**src/rtl/pause_gate_pkg.sv**
```systemverilog
package pause_gate_pkg;
    typedef enum logic [1:0] {
        ST_IDLE   = 2'd0,
        ST_ACTIVE = 2'd1,
        ST_PAUSED = 2'd2,
        ST_LOCKED = 2'd3
    } gate_state_e;

    typedef struct packed {
        gate_state_e state;
        logic        sck_prev;
        logic        stb;
        logic        rst_pulse;
    } gate_regs_t;

    localparam int PIN_COUNT = 4;
    localparam int PIN_CS    = 0;
    localparam int PIN_SCK   = 1;
    localparam int PIN_SI    = 2;
    localparam int PIN_HOLD  = 3;
endpackage

```
**src/rtl/pin_sync.sv**
```systemverilog
module pin_sync #(
    parameter int                WIDTH  = 4,
    parameter int                STAGES = 2,
    parameter logic [WIDTH-1:0]  INIT   = '0
) (
    input  logic             clk,
    input  logic             rst_n,
    input  logic [WIDTH-1:0] pins_in,
    output logic [WIDTH-1:0] pins_out
);
    logic [WIDTH-1:0] stage_q [STAGES];
    logic [WIDTH-1:0] stage_d [STAGES];

    genvar g;
    generate
        for (g = 0; g < STAGES; g++) begin : g_stage
            if (g == 0) begin : g_first
                always_comb stage_d[g] = pins_in;
            end else begin : g_next
                always_comb stage_d[g] = stage_q[g-1];
            end
            always_ff @(posedge clk or negedge rst_n) begin
                if (!rst_n) stage_q[g] <= INIT;
                else        stage_q[g] <= stage_d[g];
            end
        end
    endgenerate

    assign pins_out = stage_q[STAGES-1];
endmodule

```
**src/rtl/pause_fsm.sv**
```systemverilog
module pause_fsm
    import pause_gate_pkg::*;
(
    input  logic clk,
    input  logic rst_n,
    input  logic cs_n_s,
    input  logic sck_s,
    input  logic hold_n_s,
    output logic shift_ok,
    output logic clk_rise_stb,
    output logic so_oe,
    output logic logic_rst
);
    gate_regs_t r_q, r_d;

    always_comb begin
        r_d           = r_q;
        r_d.sck_prev  = sck_s;
        r_d.stb       = 1'b0;
        r_d.rst_pulse = 1'b0;
        unique case (r_q.state)
            ST_IDLE: begin
                if (!cs_n_s) r_d.state = ST_ACTIVE;
            end
            ST_ACTIVE: begin
                if (cs_n_s) begin
                    r_d.state = ST_IDLE;
                end else if (!hold_n_s && !sck_s) begin
                    r_d.state = ST_PAUSED;
                end else begin
                    r_d.stb = sck_s && !r_q.sck_prev;
                end
            end
            ST_PAUSED: begin
                if (cs_n_s) begin
                    r_d.state     = ST_LOCKED;
                    r_d.rst_pulse = 1'b1;
                end else if (hold_n_s && !sck_s) begin
                    r_d.state = ST_ACTIVE;
                end
            end
            ST_LOCKED: begin
                if (cs_n_s && hold_n_s) r_d.state = ST_IDLE;
            end
            default: r_d.state = ST_IDLE;
        endcase
    end

    always_ff @(posedge clk or negedge rst_n) begin
        if (!rst_n) begin
            r_q.state     <= ST_IDLE;
            r_q.sck_prev  <= 1'b0;
            r_q.stb       <= 1'b0;
            r_q.rst_pulse <= 1'b0;
        end else begin
            r_q <= r_d;
        end
    end

    assign shift_ok     = (r_q.state == ST_ACTIVE);
    assign so_oe        = (r_q.state == ST_ACTIVE);
    assign clk_rise_stb = r_q.stb;
    assign logic_rst    = r_q.rst_pulse;

    assert_pause_on_sck_low_R3: assert property (@(posedge clk) disable iff (!rst_n)
        ($past(r_q.state) == ST_ACTIVE && r_q.state == ST_PAUSED) |-> !$past(sck_s));

    assert_resume_on_sck_low_R4: assert property (@(posedge clk) disable iff (!rst_n)
        ($past(r_q.state) == ST_PAUSED && r_q.state == ST_ACTIVE) |-> !$past(sck_s));

    assert_strobe_only_active_R2: assert property (@(posedge clk) disable iff (!rst_n)
        r_q.stb |-> $past(r_q.state) == ST_ACTIVE);

    assert_reset_enters_lock_R7: assert property (@(posedge clk) disable iff (!rst_n)
        r_q.rst_pulse |-> (r_q.state == ST_LOCKED && $past(r_q.state) == ST_PAUSED));

    assert_lock_exits_idle_R8: assert property (@(posedge clk) disable iff (!rst_n)
        ($past(r_q.state) == ST_LOCKED && r_q.state != ST_LOCKED) |-> (r_q.state == ST_IDLE && $past(hold_n_s)));

    assert_plain_deselect_R10: assert property (@(posedge clk) disable iff (!rst_n)
        ($past(r_q.state) == ST_ACTIVE && r_q.state == ST_IDLE) |-> !r_q.rst_pulse);
endmodule

```
**src/rtl/serial_pause_gate.sv**
```systemverilog
module serial_pause_gate
    import pause_gate_pkg::*;
#(
    parameter int SYNC_STAGES = 2
) (
    input  logic clk,
    input  logic rst_n,
    input  logic cs_n_pin,
    input  logic sck_pin,
    input  logic si_pin,
    input  logic hold_n_pin,
    output logic si_bit,
    output logic shift_ok,
    output logic clk_rise_stb,
    output logic so_oe,
    output logic logic_rst
);
    localparam logic [PIN_COUNT-1:0] IDLE_PINS = PIN_COUNT'(4'b1001);

    logic [PIN_COUNT-1:0] raw_pins;
    logic [PIN_COUNT-1:0] sync_pins;

    always_comb begin
        raw_pins           = '0;
        raw_pins[PIN_CS]   = cs_n_pin;
        raw_pins[PIN_SCK]  = sck_pin;
        raw_pins[PIN_SI]   = si_pin;
        raw_pins[PIN_HOLD] = hold_n_pin;
    end

    pin_sync #(
        .WIDTH (PIN_COUNT),
        .STAGES(SYNC_STAGES),
        .INIT  (IDLE_PINS)
    ) u_sync (
        .clk     (clk),
        .rst_n   (rst_n),
        .pins_in (raw_pins),
        .pins_out(sync_pins)
    );

    pause_fsm u_fsm (
        .clk         (clk),
        .rst_n       (rst_n),
        .cs_n_s      (sync_pins[PIN_CS]),
        .sck_s       (sync_pins[PIN_SCK]),
        .hold_n_s    (sync_pins[PIN_HOLD]),
        .shift_ok    (shift_ok),
        .clk_rise_stb(clk_rise_stb),
        .so_oe       (so_oe),
        .logic_rst   (logic_rst)
    );

    assign si_bit = sync_pins[PIN_SI];
endmodule

```
**config.mk**
```make
export PLATFORM = sky130hd
export DESIGN_NAME = serial_pause_gate
export DESIGN_NICKNAME = d
export VERILOG_FILES = /design/src/rtl/pause_gate_pkg.sv /design/src/rtl/pin_sync.sv /design/src/rtl/pause_fsm.sv /design/src/rtl/serial_pause_gate.sv
export SDC_FILE = /design/constraint.sdc
export NUM_CORES = 1
export LEC_CHECK = 0
export BUFFER_PORTS_ARGS = -buffer_cell sky130_fd_sc_hd__buf_4
export CELL_PAD_IN_SITES_DETAIL_PLACEMENT = 0
export CELL_PAD_IN_SITES_GLOBAL_PLACEMENT = 1
export CORE_UTILIZATION = 30
export DETAILED_ROUTE_END_ITERATION = 12
export PLACE_DENSITY = 0.67
export SLEW_MARGIN = 15
export SYNTH_ARGS = -nofsm -noshare
export SYNTH_HDL_FRONTEND = slang
export SYNTH_SLANG_ARGS = --single-unit
```
**constraint.sdc**
```tcl
create_clock -name clk -period 2 [get_ports clk]
set_input_delay 0.1 -clock clk [delete_from_list [all_inputs] [get_ports clk]]
set_output_delay 0.1 -clock clk [all_outputs]
set_load 0.1 [all_outputs]
```
**Yosys cells after proc, flatten, opt, wreduce, memory -nomap -nowiden**

Index checks and enable logic that the tools add are counted.
W data, S select, Z words.

- Register bits after elaboration: 13
- Bits of input ports: 6
- Output and inout port bits: 5
- Logic and storage cells: 34

- Equal/unequal tests: 7
- Muxes and demuxes: 12
- Reductions and logical operators: 9

Operators with widths:

| kind | number |
|---|---|
| $mux W2 | 6 |
| $pmux W2 S4 | 1 |
| $mux W1 | 5 |
| $eq A2 B2 Y1 const B | 2 |
| $logic_and A1 B1 Y1 | 4 |
| $reduce_and A4 Y1 | 1 |
| $logic_not A1 Y1 | 3 |
| $ne A3 B1 Y1 const B | 1 |
| $ne A3 B2 Y1 const B | 1 |
| $eq A2 B1 Y1 const B | 1 |
| $logic_not A2 Y1 | 1 |
| $ne A2 B1 Y1 const B | 1 |
| $ne A2 B2 Y1 const B | 1 |

**Longest topological paths before layout**

- Depth in word-level cells: 5
- Gate-level depth with buffers: 3
- Gate-level depth less buffers: 3

**Hierarchy**

From an unflattened synthesis, not the netlist that was laid out.

- Cell total of the unflattened synthesis: 28
- Area, all modules: 447.9 um^2

Modules (own cells, without submodules):

| module | times used | cells an instance | area each (um^2) | seq. area each (um^2) |
|---|---|---|---|---|
| pause_fsm | 1 | 20 | 242.7 | 125.1 |
| pin_sync | 1 | 8 | 205.2 | 205.2 |

**Least setup slack after synthesis**

No wires, ideal clock.

- Path kind: register -> output
- Start: register u_fsm.r_q[4] in the netlist's numbering
- End: output so_oe
- Arrival: 1331 ps
- Required time: 1900 ps
- Slack: 569 ps
- Stages on the path, launching flop included: 3
- Buffers on the path: 1
- Cell sequence: dfrtp_1 -> and2b_2 -> buf_4

- Longest elaborated chain between the ends: 1

Ends and longest elaborated chain:

| what | RTL line | text |
|---|---|---|
| start, declared | pause_fsm.sv:14 | `gate_regs_t r_q, r_d;` |
| start signal, assigned | pause_fsm.sv:56 | `r_q <= r_d;` |
| $eq A2 B1 Y1 | n/a |  |
| end, declared | serial_pause_gate.sv:15 | `output logic so_oe,` |

Every way passes these cells.

**Final worst setup path**

- Start: register u_fsm.r_q[4] in the netlist's numbering
- End: output shift_ok

- Longest elaborated chain between the ends: 1

Ends and longest elaborated chain:

| what | RTL line | text |
|---|---|---|
| $eq A2 B1 Y1 | pause_fsm.sv:60 | `assign shift_ok = (r_q.state == ST_ACTIVE);` |
| end, declared | serial_pause_gate.sv:13 | `output logic shift_ok,` |

Every way passes these cells.

==> impl_metrics.json <==
{
  "yosysWarningCount": 0,
  "pin_count": 11,
  "place_congestion": 0.6057,
  "grt_overflow": 0,
  "layout-drive-gt1-share_pct": 40.43,
  "tightest_slew_ns": 0.2782,
  "rsz0062_at_grt": "false",
  "core_sq_mm": 0.001318,
  "ys_seq_area_share_pct": 76.74,
  "avgSynthCellArea_sq_um": 14.84,
  "ff_latch_area_sq_um": 330.3,
  "ys_ff_latch": 13,
  "outcome": "complete, no violations",
  "nNetsFinal": 54,
  "place_hpwl_um": 504.7,
  "r2r_start": "u_fsm.r_q[3]",
  "path_class": "register to output pin",
  "postCtsSetupRepairBufs": 0,
  "final_cell_mix": "buf_4, dfrtp_1, dlygate4sd3_1",
  "timing.rr.end": "u_fsm.r_q[3]",
  "yosysUniqueCellTypes": 16,
  "crit_fanout": 6,
  "p_leak_nw": 0.2737,
  "setup_viol": 0,
  "crit_start": "u_fsm.r_q[4]",
  "grt_pass1_vias": 326,
  "routed_wl_um": 720,
  "crit_required_ns": 1.90,
  "antenna_found_initial": 0,
  "period_share_pct": 67.31,
  "cts_tree": "done",
  "hold_viol": 0,
  "postCtsResizedCells": 0,
  "dp_slack_ns": 0.9098,
  "start_util_pct": 32.67,
  "syn_area_sq_um": 430.4,
  "fin_util_pct": 45.01,
  "fillers": 128,
  "placed_cells": 53,
  "min_period_ns": 1.346,
  "cts_buffers": 3,
  "row_count": 13,
  "drt.antenna.violating_nets": 0,
  "final.setup.tns_ns": 0,
  "whs_ns": 0.2094,
  "cp.arrival_ns": 1.25,
  "dieWidth_um": 39.88,
  "finClkSkew_ns": 0.001807,
  "area_growth_pct": 37.79,
  "max-cap-violations": 0,
  "multi_input_area_sq_um": 88.84,
  "power_density_mw_per_mm2": 1181,
  "vias": 276,
  "fin_ws_ns": 0.6538,
  "ir_drop_v": 0.0005262,
  "final_common_cell": "buf_4",
  "first_iter_violations": 1,
  "synth_nets": 35,
  "cts.clk_slew.worst_paths_ns": 0.07,
  "crit_path_end_kind": "output pin",
  "holdBufCountCts": 5,
  "clock-sinks": 13,
  "die_area_sq_mm": 0.001590,
  "synth_cells": 29,
  "hold_class": "input port to asynchronous set/reset pin",
  "grt_max_degree": 14,
  "insertion_delay_ns": 0.26,
  "avgRoutedWirePerCell_um": 11.61,
  "htreeDepth": 1,
  "r2r_slack_ns": 0.90,
  "grt_usage_pct": 12.95,
  "die-height_um": 39.88,
  "portBuffers": 10,
  "clock_path_buffers": 2,
  "maxSlewViolCount": 0,
  "stdcell_count": 62,
  "grt_pass1_wl_um": 1242,
  "clock.fmax_ghz": 0.7429,
  "relSlewSlack_pct": 81.60,
  "antennaDiodeCount": 0,
  "clockRootBuffer": "clkbuf_4",
  "dr.pass1.iters": 2,
  "ff2ff_path_depth": 3,
  "viasPerCell": 4.452,
  "remaining_drc_errors": 0,
  "cp-start-kind": "register"
}
[worst max-delay path, stage by stage, from the launching register on]
cell	delay [ns]
dfrtp_1	0.43
and2b_2	0.26
buf_4	0.29
[registers in the layout, indices dropped and copies added (netlist names)]
| name | count |
|---|---|
| u_fsm.r_q | 3 |
| u_sync.stage_d | 4 |
| u_sync.pins_out | 4 |
| u_fsm.clk_rise_stb | 1 |
| u_fsm.logic_rst | 1 |
[worst max path at each step]
stage          slack (ns)            to
4_1_cts              0.65      shift_ok
6_report             0.65      shift_ok
3_3_place_gp         0.97         so_oe
3_5_place_dp         0.91  u_fsm.r_q[3]
5_1_grt              0.59      shift_ok
2_1_floorplan        0.57         so_oe
[Yosys cell counts]
cell | n | share of area, %
or3b_1 | 1 | 2.0
a21boi_0 | 1 | 1.7
and2b_2 | 1 | 2.0
nor2_1 | 2 | 1.7
a21oi_1 | 1 | 1.2
o22ai_1 | 1 | 1.5
dfrtp_1 | 9 | 52
nor2b_1 | 1 | 1.5
o21ai_0 | 2 | 2.3
dfstp_2 | 4 | 24
nor3b_1 | 1 | 1.7
and3_1 | 1 | 1.5
or2_2 | 1 | 1.5
inv_1 | 1 | 0.87
buf_4 | 1 | 1.7
o2bb2ai_1 | 1 | 2.0
[kinds of logic (layout without fill, tap and decap cells)]
kind of cell / Yosys count / in the layout / synth area share, %
compound gates: 6 / 6 / 8.722
buf+inv: 2 / 20 / 2.616
flops: 13 / 13 / 76.74
simple gates: 8 / 8 / 11.92
[layer usage]
layer	wire length [um]	share of wire (%)	track usage (%)	vias to the layer above
li1	-	-	-	134
met1	287	40	12.41	133
met2	401	56	22.58	9
met3	32	4.4	3.409	0
met4	0	0	10.34	0
met5	0	0	0	-
[layout make-up]
cell class                 count  share of cell area (%)
sequential                    13                   55.70
clock buffer                   4                   4.430
inverter                       1                  0.6329
multi-input combinational     14                   14.98
tap                           15                   3.165
timing repair buffer          15                   21.10
[metrics by stage]
stage	instance area [sq um]	power [mW]
floorplan	430.4	0.5004
global placement	516.7	0.5396
detailed placement	516.7	0.5476
CTS	593.1	0.7071
global route	593.1	0.7439
finish	593.1	0.7004
[power by group]
part	total, mW	switching, mW	internal [mW]	leakage [nW]
registers	0.313	0.0219	0.291	0.151
logic	0.236	0.174	0.0621	0.108
clock network	0.151	0.0742	0.0770	0.0150
total	0.700	0.270	0.430	0.274
Power figures use the tool's default switching activity.
